<file path="src/rtl/csplit_pkg.sv">
package csplit_pkg;
   typedef enum logic [1:0] {
      RSP_NYET  = 2'd0,
      RSP_XERR  = 2'd1,
      RSP_ACK   = 2'd2,
      RSP_MDATA = 2'd3
   } rsp_e;

   typedef enum logic [2:0] {
      NX_STAY    = 3'd0,
      NX_RETRY   = 3'd1,
      NX_START   = 3'd2,
      NX_ADVANCE = 3'd3,
      NX_HALT    = 3'd4
   } nxt_e;

   localparam int unsigned STAT_W = 8;
endpackage

</file>
<file path="src/rtl/csplit_issue_gate.sv">
module csplit_issue_gate #(
   parameter int unsigned MASK_W = 8,
   parameter int unsigned TAG_W  = 5,
   localparam int unsigned IDX_W = (MASK_W > 1) ? $clog2(MASK_W) : 1
) (
   input  logic [IDX_W-1:0]  uf_idx,
   input  logic [MASK_W-1:0] cmask,
   input  logic [MASK_W-1:0] pmask,
   input  logic [TAG_W-1:0]  qh_tag,
   input  logic [TAG_W-1:0]  cur_tag,
   input  logic              prev_ok,
   input  logic              test_d,
   output logic              issue,
   output logic [MASK_W-1:0] uf_bit,
   output logic [MASK_W-1:0] pmask_new,
   output logic              last
);
   if (MASK_W < 2 || MASK_W > 32) begin : g_bad_mask
      $error("csplit_issue_gate: MASK_W must be in 2..32");
   end

   for (genvar i = 0; i < MASK_W; i++) begin : g_ufdec
      assign uf_bit[i] = (uf_idx == IDX_W'(i));
   end

   logic sched_hit;
   assign sched_hit = |(cmask & uf_bit);
   assign issue     = sched_hit && (qh_tag == cur_tag) && prev_ok && !test_d;
   assign pmask_new = issue ? (pmask | uf_bit) : pmask;
   assign last      = ((cmask ^ pmask_new) == '0);
endmodule

</file>
<file path="src/rtl/csplit_resp_rules.sv">
module csplit_resp_rules
   import csplit_pkg::*;
#(
   parameter int unsigned CERR_W   = 2,
   parameter int unsigned XACT_POS = 3,
   parameter int unsigned HALT_POS = 6
) (
   input  logic              issue,
   input  logic              last,
   input  logic [1:0]        rsp,
   input  logic              dir_in,
   input  logic              time_left,
   input  logic [CERR_W-1:0] cerr,
   input  logic [STAT_W-1:0] status,
   output logic [CERR_W-1:0] cerr_n,
   output logic [STAT_W-1:0] status_n,
   output logic [2:0]        nxt,
   output logic              do_ack,
   output logic              do_mdata
);
   if (XACT_POS >= STAT_W || HALT_POS >= STAT_W || XACT_POS == HALT_POS) begin : g_bad_pos
      $error("csplit_resp_rules: status bit positions invalid");
   end
   if (CERR_W < 1 || CERR_W > 8) begin : g_bad_cerr
      $error("csplit_resp_rules: CERR_W must be in 1..8");
   end

   rsp_e        kind;
   logic [CERR_W-1:0] cerr_dec;
   logic        halt;

   assign cerr_dec = (cerr == '0) ? '0 : cerr - 1'b1;

   always_comb begin
      kind = rsp_e'(rsp);
      if ((kind == RSP_ACK && dir_in) || (kind == RSP_MDATA && !dir_in)) begin
         kind = RSP_XERR;
      end
   end

   always_comb begin
      cerr_n   = cerr;
      status_n = status;
      nxt      = NX_STAY;
      do_ack   = 1'b0;
      do_mdata = 1'b0;
      halt     = 1'b0;
      if (issue) begin
         unique case (kind)
            RSP_NYET: begin
               if (last) begin
                  cerr_n             = cerr_dec;
                  status_n[XACT_POS] = 1'b1;
                  if (cerr_dec == '0) halt = 1'b1;
                  else                nxt  = NX_START;
               end
            end
            RSP_XERR: begin
               cerr_n             = cerr_dec;
               status_n[XACT_POS] = 1'b1;
               if (cerr_dec == '0)  halt = 1'b1;
               else if (time_left)  nxt  = NX_RETRY;
               else if (dir_in)     halt = 1'b1;
               else                 nxt  = NX_START;
            end
            RSP_ACK: begin
               do_ack = 1'b1;
               cerr_n = '1;
               nxt    = NX_ADVANCE;
            end
            RSP_MDATA: begin
               do_mdata = 1'b1;
            end
            default: ;
         endcase
         if (halt) begin
            status_n[HALT_POS] = 1'b1;
            nxt                = NX_HALT;
         end
      end
   end
endmodule

</file>
<file path="src/rtl/csplit_xfer_adv.sv">
module csplit_xfer_adv #(
   parameter int unsigned OFS_W   = 12,
   parameter int unsigned BYTES_W = 15,
   parameter int unsigned MPL_W   = 11,
   parameter int unsigned SB_W    = 7
) (
   input  logic               do_ack,
   input  logic               do_mdata,
   input  logic [OFS_W-1:0]   offset,
   input  logic [BYTES_W-1:0] bytes,
   input  logic [MPL_W-1:0]   max_pkt,
   input  logic               toggle,
   input  logic [SB_W-1:0]    sbytes,
   input  logic [SB_W-1:0]    rx_bytes,
   output logic [OFS_W-1:0]   offset_n,
   output logic [BYTES_W-1:0] bytes_n,
   output logic               toggle_n,
   output logic [SB_W-1:0]    sbytes_n
);
   if (MPL_W > BYTES_W) begin : g_bad_mpl
      $error("csplit_xfer_adv: MPL_W must not exceed BYTES_W");
   end

   logic [BYTES_W-1:0] mpl_ext;
   logic [BYTES_W-1:0] amt;
   logic [OFS_W-1:0]   amt_o;

   assign mpl_ext = BYTES_W'(max_pkt);
   assign amt     = (mpl_ext < bytes) ? mpl_ext : bytes;

   if (OFS_W <= BYTES_W) begin : g_amt_slice
      assign amt_o = amt[OFS_W-1:0];
   end else begin : g_amt_ext
      assign amt_o = OFS_W'(amt);
   end

   assign offset_n = do_ack   ? offset + amt_o   : offset;
   assign bytes_n  = do_ack   ? bytes - amt      : bytes;
   assign toggle_n = do_ack   ? ~toggle          : toggle;
   assign sbytes_n = do_mdata ? sbytes + rx_bytes : sbytes;
endmodule

</file>
<file path="src/rtl/csplit_resp_handler.sv">
module csplit_resp_handler
   import csplit_pkg::*;
#(
   parameter int unsigned MASK_W   = 8,
   parameter int unsigned TAG_W    = 5,
   parameter int unsigned CERR_W   = 2,
   parameter int unsigned OFS_W    = 12,
   parameter int unsigned BYTES_W  = 15,
   parameter int unsigned MPL_W    = 11,
   parameter int unsigned SB_W     = 7,
   parameter int unsigned XACT_POS = 3,
   parameter int unsigned HALT_POS = 6,
   localparam int unsigned IDX_W   = (MASK_W > 1) ? $clog2(MASK_W) : 1
) (
   input  logic               clk,
   input  logic               rst_n,
   input  logic               cs_valid,
   input  logic [IDX_W-1:0]   uf_idx,
   input  logic [TAG_W-1:0]   cur_tag,
   input  logic [TAG_W-1:0]   exp_tag,
   input  logic               prev_ok,
   input  logic               test_d,
   input  logic [MASK_W-1:0]  qh_cmask,
   input  logic [MASK_W-1:0]  qh_pmask,
   input  logic [TAG_W-1:0]   qh_tag,
   input  logic [CERR_W-1:0]  qh_cerr,
   input  logic [7:0]         qh_status,
   input  logic [OFS_W-1:0]   qh_offset,
   input  logic [BYTES_W-1:0] qh_bytes,
   input  logic               qh_toggle,
   input  logic [SB_W-1:0]    qh_sbytes,
   input  logic [MPL_W-1:0]   max_pkt,
   input  logic [1:0]         rsp,
   input  logic [SB_W-1:0]    rx_bytes,
   input  logic               dir_in,
   input  logic               time_left,
   output logic               res_valid,
   output logic               res_issued,
   output logic [2:0]         res_next,
   output logic [MASK_W-1:0]  res_pmask,
   output logic [TAG_W-1:0]   res_tag,
   output logic [CERR_W-1:0]  res_cerr,
   output logic [7:0]         res_status,
   output logic [OFS_W-1:0]   res_offset,
   output logic [BYTES_W-1:0] res_bytes,
   output logic               res_toggle,
   output logic [SB_W-1:0]    res_sbytes
);
   if (TAG_W < 1 || OFS_W < 1 || SB_W < 1) begin : g_bad_w
      $error("csplit_resp_handler: field widths must be positive");
   end

   logic               issue, last, do_ack, do_mdata;
   logic [MASK_W-1:0]  uf_bit, pmask_n;
   logic [CERR_W-1:0]  cerr_n;
   logic [STAT_W-1:0]  status_n;
   logic [2:0]         nxt;
   logic [OFS_W-1:0]   offset_n;
   logic [BYTES_W-1:0] bytes_n;
   logic               toggle_n;
   logic [SB_W-1:0]    sbytes_n;

   csplit_issue_gate #(.MASK_W(MASK_W), .TAG_W(TAG_W)) u_gate (
      .uf_idx(uf_idx), .cmask(qh_cmask), .pmask(qh_pmask), .qh_tag(qh_tag),
      .cur_tag(cur_tag), .prev_ok(prev_ok), .test_d(test_d), .issue(issue),
      .uf_bit(uf_bit), .pmask_new(pmask_n), .last(last)
   );

   csplit_resp_rules #(.CERR_W(CERR_W), .XACT_POS(XACT_POS), .HALT_POS(HALT_POS)) u_rules (
      .issue(issue), .last(last), .rsp(rsp), .dir_in(dir_in), .time_left(time_left),
      .cerr(qh_cerr), .status(qh_status), .cerr_n(cerr_n), .status_n(status_n),
      .nxt(nxt), .do_ack(do_ack), .do_mdata(do_mdata)
   );

   csplit_xfer_adv #(.OFS_W(OFS_W), .BYTES_W(BYTES_W), .MPL_W(MPL_W), .SB_W(SB_W)) u_adv (
      .do_ack(do_ack), .do_mdata(do_mdata), .offset(qh_offset), .bytes(qh_bytes),
      .max_pkt(max_pkt), .toggle(qh_toggle), .sbytes(qh_sbytes), .rx_bytes(rx_bytes),
      .offset_n(offset_n), .bytes_n(bytes_n), .toggle_n(toggle_n), .sbytes_n(sbytes_n)
   );

   always_ff @(posedge clk or negedge rst_n) begin
      if (!rst_n) begin
         res_valid  <= 1'b0;
         res_issued <= 1'b0;
         res_next   <= '0;
         res_pmask  <= '0;
         res_tag    <= '0;
         res_cerr   <= '0;
         res_status <= '0;
         res_offset <= '0;
         res_bytes  <= '0;
         res_toggle <= 1'b0;
         res_sbytes <= '0;
      end else begin
         res_valid <= cs_valid;
         if (cs_valid) begin
            res_issued <= issue;
            res_next   <= nxt;
            res_pmask  <= pmask_n;
            res_tag    <= issue ? exp_tag : qh_tag;
            res_cerr   <= cerr_n;
            res_status <= status_n;
            res_offset <= offset_n;
            res_bytes  <= bytes_n;
            res_toggle <= toggle_n;
            res_sbytes <= sbytes_n;
         end
      end
   end

   a_r12_valid_follows: assert property (@(posedge clk) disable iff (!rst_n)
      cs_valid |=> res_valid);
   a_r12_idle_no_valid: assert property (@(posedge clk) disable iff (!rst_n)
      !cs_valid |=> !res_valid);
   a_r1_no_issue_hold: assert property (@(posedge clk) disable iff (!rst_n)
      (cs_valid && !issue) |=> (res_next == NX_STAY && !res_issued
                                && res_cerr == $past(qh_cerr) && res_pmask == $past(qh_pmask)));
   a_r2_bit_recorded: assert property (@(posedge clk) disable iff (!rst_n)
      (cs_valid && issue) |=> ((res_pmask & $past(uf_bit)) == $past(uf_bit)
                               && res_tag == $past(exp_tag)));
   a_r4_nyet_keeps_credit: assert property (@(posedge clk) disable iff (!rst_n)
      (cs_valid && issue && rsp == RSP_NYET && !last) |=>
         (res_cerr == $past(qh_cerr) && res_next == NX_STAY && res_offset == $past(qh_offset)));
   a_r8_halt_flagged: assert property (@(posedge clk) disable iff (!rst_n)
      (res_valid && res_next == NX_HALT) |-> res_status[HALT_POS]);
   a_r8_halt_cause: assert property (@(posedge clk) disable iff (!rst_n)
      (res_valid && res_next == NX_HALT) |-> (res_cerr == '0 || $past(dir_in)));
   a_r6_retry_credit: assert property (@(posedge clk) disable iff (!rst_n)
      (res_valid && res_next == NX_RETRY) |-> (res_cerr != '0 && res_status[XACT_POS]));
   a_r9_ack_reload: assert property (@(posedge clk) disable iff (!rst_n)
      (res_valid && res_next == NX_ADVANCE) |-> (res_cerr == '1 && res_toggle != $past(qh_toggle)));
endmodule

</file>
<file path="config.mk">
export PLATFORM = sky130hd
export DESIGN_NAME = csplit_resp_handler
export DESIGN_NICKNAME = d
export VERILOG_FILES = /design/src/rtl/csplit_pkg.sv /design/src/rtl/csplit_issue_gate.sv /design/src/rtl/csplit_resp_rules.sv /design/src/rtl/csplit_xfer_adv.sv /design/src/rtl/csplit_resp_handler.sv
export SDC_FILE = /design/constraint.sdc
export NUM_CORES = 1
export LEC_CHECK = 0
export ABC_CLOCK_PERIOD_IN_PS = 3000
export BUFFER_PORTS_ARGS = -buffer_cell sky130_fd_sc_hd__buf_4
export CORE_MARGIN = 8
export CORE_UTILIZATION = 36
export DETAILED_ROUTE_END_ITERATION = 12
export GPL_ROUTABILITY_DRIVEN = 0
export GPL_TIMING_DRIVEN = 0
export SLEW_MARGIN = 20
export SYNTH_ARGS = -nofsm -noshare
export SYNTH_HDL_FRONTEND = slang
export SYNTH_SLANG_ARGS = --single-unit
</file>
<file path="constraint.sdc">
create_clock -name clk -period 3 [get_ports clk]
set_input_delay 0.45 -clock clk [delete_from_list [all_inputs] [get_ports clk]]
set_output_delay 0.45 -clock clk [all_outputs]
set_load 0.01 [all_outputs]
</file>
======== Yosys cells after proc, flatten, opt, wreduce, memory -nomap -nowiden ========
Index checks and enable logic that the tools add are counted.
storage, ports and cells
  flip-flop bits (word level) ............. 63
  input bits .............................. 106
  logic and storage cells ................. 83
cells by class
  add/subtract/negate cells ............... 4
  order comparisons ....................... 1
  equality and inequality tests ........... 13
  mux-type cells .......................... 36
  bitwise operators ....................... 4
  reductions and logical operators ........ 14
operators with widths
  kind                                                 number
  2-to-1 mux 15 bit                                    2
  less-than comparator 11 x 15 -> 1 bit                1
  2-to-1 mux 1 bit                                     15
  2-to-1 mux 3 bit                                     5
  subtractor 15 bit                                    1
  adder 12 bit                                         1
  equality test 3 bit, second input constant           4
  2-to-1 mux 12 bit                                    1
  2-to-1 mux 2 bit                                     6
  case mux 3 bit (3 select lines)                      1
  AND 8 bit                                            1
  equality test 2 bit, second input constant           4
  zero test 8 bit                                      1
  2-to-1 mux 8 bit                                     1
  bitwise OR 8 bit                                     1
  OR reduction 8 bit                                   1
  bitwise XOR 8 bit                                    1
  adder 7 bit                                          1
  2-to-1 mux 7 bit                                     1
  equality test 3 x 2 -> 1 bit, second input constant  2
  zero test 2 bit                                      3
  case mux 2 bit (3 select lines)                      1
  equality test 5 bit                                  1
  logical AND 1 bit                                    5
  other kinds (9)                                      11

======== Depth between registers and ports, before layout ========
  depth in word-level cells ............... 14
  gate-level depth with buffers ........... 17
  depth with buffers taken out ............ 17

======== Modules after synthesis ========
A second synthesis with hierarchy kept.
unflattened totals
  cell total of the unflattened synthesis .. 529
  area total of the unflattened synthesis .. 5421.4 um^2
modules (own cells, without submodules)
  module               instances  cells each  area each (um^2)  seq. area each (um^2)
  csplit_resp_handler  1          143         2446.1            1576.5
  csplit_xfer_adv      1          263         2097.0            0.0
  csplit_issue_gate    1          72          529.3             0.0
  csplit_resp_rules    1          51          349.1             0.0

======== Worst setup path after synthesis ========
Ideal clock, no wire load.
  path kind ............................... in2reg
  from .................................... input qh_bytes[6]
  to ...................................... register res_bytes[12]
  arrival ................................. 4138 ps
  slack ................................... -1275 ps
  cell stages on the path ................. 16
  buffers on the path ..................... 1
  cell sequence ........................... inv_1 > ha_1 > and3_1 > a2111oi_0 > a31oi_1 > o31ai_1 > buf_2 > mux2_2 > fa_1 > nor2b_1 > o2111ai_1 > and3_1 > o31ai_1 > a21oi_1 > xnor2_1 > a21oi_1
on the way
  word-level cells in the longest chain between the ends .. 4
RTL lines
  what                                   line                        text
  start: declaration                     csplit_resp_handler.sv:29   input logic [BYTES_W-1:0] qh_bytes,
  less-than comparator 11 x 15 -> 1 bit  csplit_xfer_adv.sv:29       assign amt = (mpl_ext < bytes) ? mpl_ext : bytes;
  2-to-1 mux 15 bit                      csplit_xfer_adv.sv:29
  subtractor 15 bit (*)                  csplit_xfer_adv.sv:38       assign bytes_n = do_ack ? bytes - amt : bytes;
  2-to-1 mux 15 bit (*)                  csplit_xfer_adv.sv:38
  end signal: assignment                 csplit_resp_handler.sv:104  res_bytes <= bytes_n;
  end: declaration                       csplit_resp_handler.sv:45   output logic [BYTES_W-1:0] res_bytes,
Every way passes the cells marked *; elsewhere a longest branch is shown, timed or not.
A chain may end at the register's enable or synchronous reset.

======== Final worst setup path ========
  from .................................... input max_pkt[5]
  to ...................................... register res_bytes[8]
on the way
  word-level cells in the longest chain between the ends .. 4
RTL lines
  what                                   line                       text
  start: declaration                     csplit_resp_handler.sv:32  input logic [MPL_W-1:0] max_pkt,
  less-than comparator 11 x 15 -> 1 bit  csplit_xfer_adv.sv:29
  2-to-1 mux 15 bit (*)                  csplit_xfer_adv.sv:29
  subtractor 15 bit (*)                  csplit_xfer_adv.sv:38
  2-to-1 mux 15 bit (*)                  csplit_xfer_adv.sv:38
Marked as above.

==> results by group <==
Run status
  • Outcome: complete, but fails checks
  • Failing checks: setup timing

Route
  • Detail Route Antenna Nets: 0
  • Via count: 5,198
  • DRC: 0
  • First-pass iteration count of the detailed router: 5
  • Avg Vias per Cell: between 5 and 6
  • Final Routed Wirelength: between 15,000 and 20,000 um
  • DR iter-0 viols: roughly 290
  • Post-DR wirelength/cell: ~19 um

Setup path
  • Worst r2r src: res_status[6]$_DFFE_PN0P_
  • CP endpoint kind: flop
  • R2R depth: 2
  • RR Endpoint: res_status[6]$_DFFE_PN0P_
  • R2R Setup Slk: around 1.9 ns
  • Crit-path max FO: 3
  • Setup Crit Path Kind: in2reg
  • CP required: 3.22 ns
  • CP arrival: around 3.8 ns
  • CP Launch Type: input port

Synthesis
  • Cell area after synthesis: about 0.005 mm^2
  • Post-Synth Simple-Gate Area: 17.8%
  • Sequential share of the synthesized area: 31.9%
  • Adder-Cell Fraction of Synth Area: roughly 11%
  • Ys flop type: dfrtp_1
  • Number of synthesized flops with an enable pin: 0
  • Post-synthesis mux area share: around 10%
  • Mean post-synth cell area: roughly 8.6 um^2
  • Syn Nets: just over 700
  • Top cell type by total area after synthesis: dfrtp_1
  • Yosys cell types: 53
  • Compound-gate portion of the synthesized area: roughly a fifth
  • Async SR Flop Fraction: 100%
  • Main combinational cell family by area after synthesis: compound AO/OA/AOI/OAI gates
  • Synthesized netlist cell count: approximately 580
  • Post-Synth XOR/XNOR Area: about 4.8%
  • Top cells by area, synth: dfrtp_1 (32%), ha_1 (9.6%), a21oi_1 (5.8%), nor2_1 (5.8%), mux2_2 (4.6%)
  • Yosys top cell area share: 31.9%
  • Syn. warnings: 0
  • Yosys reg bits: 63

Final layout
  • P&R area growth vs syn: 51.4%
  • # nets final: about 930
  • Commonest non-fill, non-tap cell in the layout: buf_4
  • Most frequent cells in the layout: buf_4 (186), nor2_1 (75), dfrtp_1 (63), a21oi_1 (51), nand2_1 (42)
  • Proportion of layout cells with a drive suffix above 1: a little under two fifths
  • ANT cells: 0
  • FILL cells: about 1,200
  • Fin util: a little over half

Global route
  • Total congestion overflow: 0
  • First-pass GRT wire length: between 20,000 and 30,000 um
  • Antenna violations before repair: 0
  • Pin count of the biggest net entering global routing: 64
  • Vias in the first global route: ~5,400
  • Global-route usage over all layers: between 10% and 20%

STA
  • Slew Limit Fails: 0
  • Worst Max-Slew Pin Slew: 0.835 ns
  • Final setup viols: 23
  • Final Hold Viols: 0
  • Tcrit/Tclk final: 120%
  • Max Freq: 0.277 GHz
  • Final Critical Period: around 3.6 ns
  • Worst setup margin: -0.606 ns
  • Max transition margin: 44.4%
  • Unrepaired setup endpoints after global routing: yes
  • Clk_skew: 0 ns
  • Hold slack: about 0.22 ns

Placed design
  • Post-DP HPWL: between 10,000 and 15,000 um
  • Post-Place Setup Slack: -1.33 ns
  • IO buf count: ~170

Clocking
  • Num Clock Sinks: between 60 and 70
  • CTS max path bufs: 2
  • CTS buffer count: 9
  • Clock insertion delay at the later pin of the skew report: 0.33 ns
  • H-tree depth: 3
  • TritonCTS clock tree: built
  • Root buf cell: clkbuf_16
  • Clock slew at reported path FFs: roughly 0.050 ns

Hold path
  • Worst min path class: in2async

Die
  • Core area: approximately 0.014 mm^2
  • Die width: around 130 um
  • Die ar.: between 0.015 and 0.02 mm^2
  • Std-Cell Rows: 43
  • Top-Level Pins: between 150 and 200
  • Starting density of the core: 36.2%
  • Die Ht: 133 um

Power and ir drop
  • LEAKAGE: 3.48 nW
  • PwrDens: 383 mW/mm^2
  • Peak supply drop: approximately 0.20 mV

Flow run
  • Number of max-cap violations: 0
critical path, cell delays in order:
cell       delay (ns)
buf_8            0.10
ha_4             0.23
and3_4           0.19
a2111oi_4        0.28
a31oi_1          0.15
o31ai_2          0.18
buf_4            0.18
mux2_4           0.33
ha_4             0.17
fa_2             0.36
nor2b_4          0.13
o2111ai_2        0.13
and3_4           0.23
buf_4            0.13
nor2_2           0.09
xnor2_1          0.12
o21ai_1          0.09
mux2_4           0.28
layout make-up:
type / instances / area [um^2] / area share [%]
Buffer: 24 / 121 / 1.62
Clock buffer: 11 / 243 / 3.24
Clock inverter: 2 / 10.0 / 0.134
Inverter: 29 / 121 / 1.62
Multi-Input combinational cell: 459 / 3600 / 48.1
Sequential cell: 63 / 1580 / 21.1
Tap cell: 180 / 225 / 3.01
Timing Repair Buffer: 200 / 1590 / 21.2
synth_stat cells, types with 4 or more instances:
master	instances
a2111oi_0	4
a211o_1	4
a21boi_0	4
a21o_1	9
a21oi_1	57
a31oi_1	21
and3_1	7
buf_1	4
buf_2	5
clkbuf_1	15
dfrtp_1	63
ha_1	38
inv_1	28
mux2_2	20
mux2i_1	18
nand2_1	43
nand2b_1	12
nand3_1	9
nor2_1	76
nor2b_1	10
nor3_1	7
o21a_1	7
o21ai_0	26
o22ai_1	5
o31ai_1	4
or3_1	4
xnor2_1	15
xor2_1	12
routing by layer:
layer	global-route usage (%)	part of all wire, %
met4	5.36	1.3
met3	6.55	8.0
met2	32.0	48
met1	24.1	43
met5	0	0
state kept, by name, summed over array words and instances (netlist names):
register	cells
res_offset	12
res_valid	1
res_toggle	1
res_status	8
res_next	3
res_bytes	15
res_issued	1
res_pmask	8
res_tag	5
res_sbytes	7
res_cerr	2
cells by family (layout without fill, tap and decap cells):
logic type	count (synthesis)	after routing
AO/OA/AOI/OAI	162	162
XOR/XNOR	27	27
adder cells (fa/ha/maj)	41	41
buffers and inverters	53	266
flip-flops	63	63
multiplexers	43	43
AND/OR/NAND/NOR	186	186
how the worst max path moves through the flow:
stage                     start                         to  slack (ns)
global route        qh_bytes[2]  res_bytes[14]$_DFFE_PN0P_       -0.75
global placement    qh_bytes[5]  res_bytes[14]$_DFFE_PN0P_       -1.28
floorplan            max_pkt[5]  res_bytes[14]$_DFFE_PN0P_       -0.72
detailed placement  qh_bytes[5]   res_bytes[7]$_DFFE_PN0P_       -1.33
CTS                 qh_bytes[5]  res_bytes[12]$_DFFE_PN0P_       -0.61
finish               max_pkt[5]   res_bytes[8]$_DFFE_PN0P_       -0.61
power by group:
group / switching, W / total (W) / internal [W]
Combinational: 0.000472 / 0.000972 / 0.000501
Clock: 0.000361 / 0.000925 / 0.000564
Sequential: 0.0000456 / 0.000970 / 0.000924
through the flow:
step	total power [W]	setup TNS, ns	instances	area [um^2]
2_1_floorplan	0.00142	-10.27	575	5090
3_3_place_gp	0.00180	-23.08	922	6570
3_5_place_dp	0.00182	-23.90	922	6570
4_1_cts	0.00286	-8.71	961	7290
5_1_grt	0.00304	-12.40	968	7490
6_report	0.00287	-9.43	968	7490
repair_timing:
| action | in CTS | in global routing |
|---|---|---|
| setup endpoints to repair | 24 | 25 |
| setup buffers | 27 | 11 |
| hold buffers | 0 | 0 |
| gates resized for setup | 60 | 28 |
| pin swaps | 52 | 27 |
No activity file was read; power rests on OpenSTA's default activity.
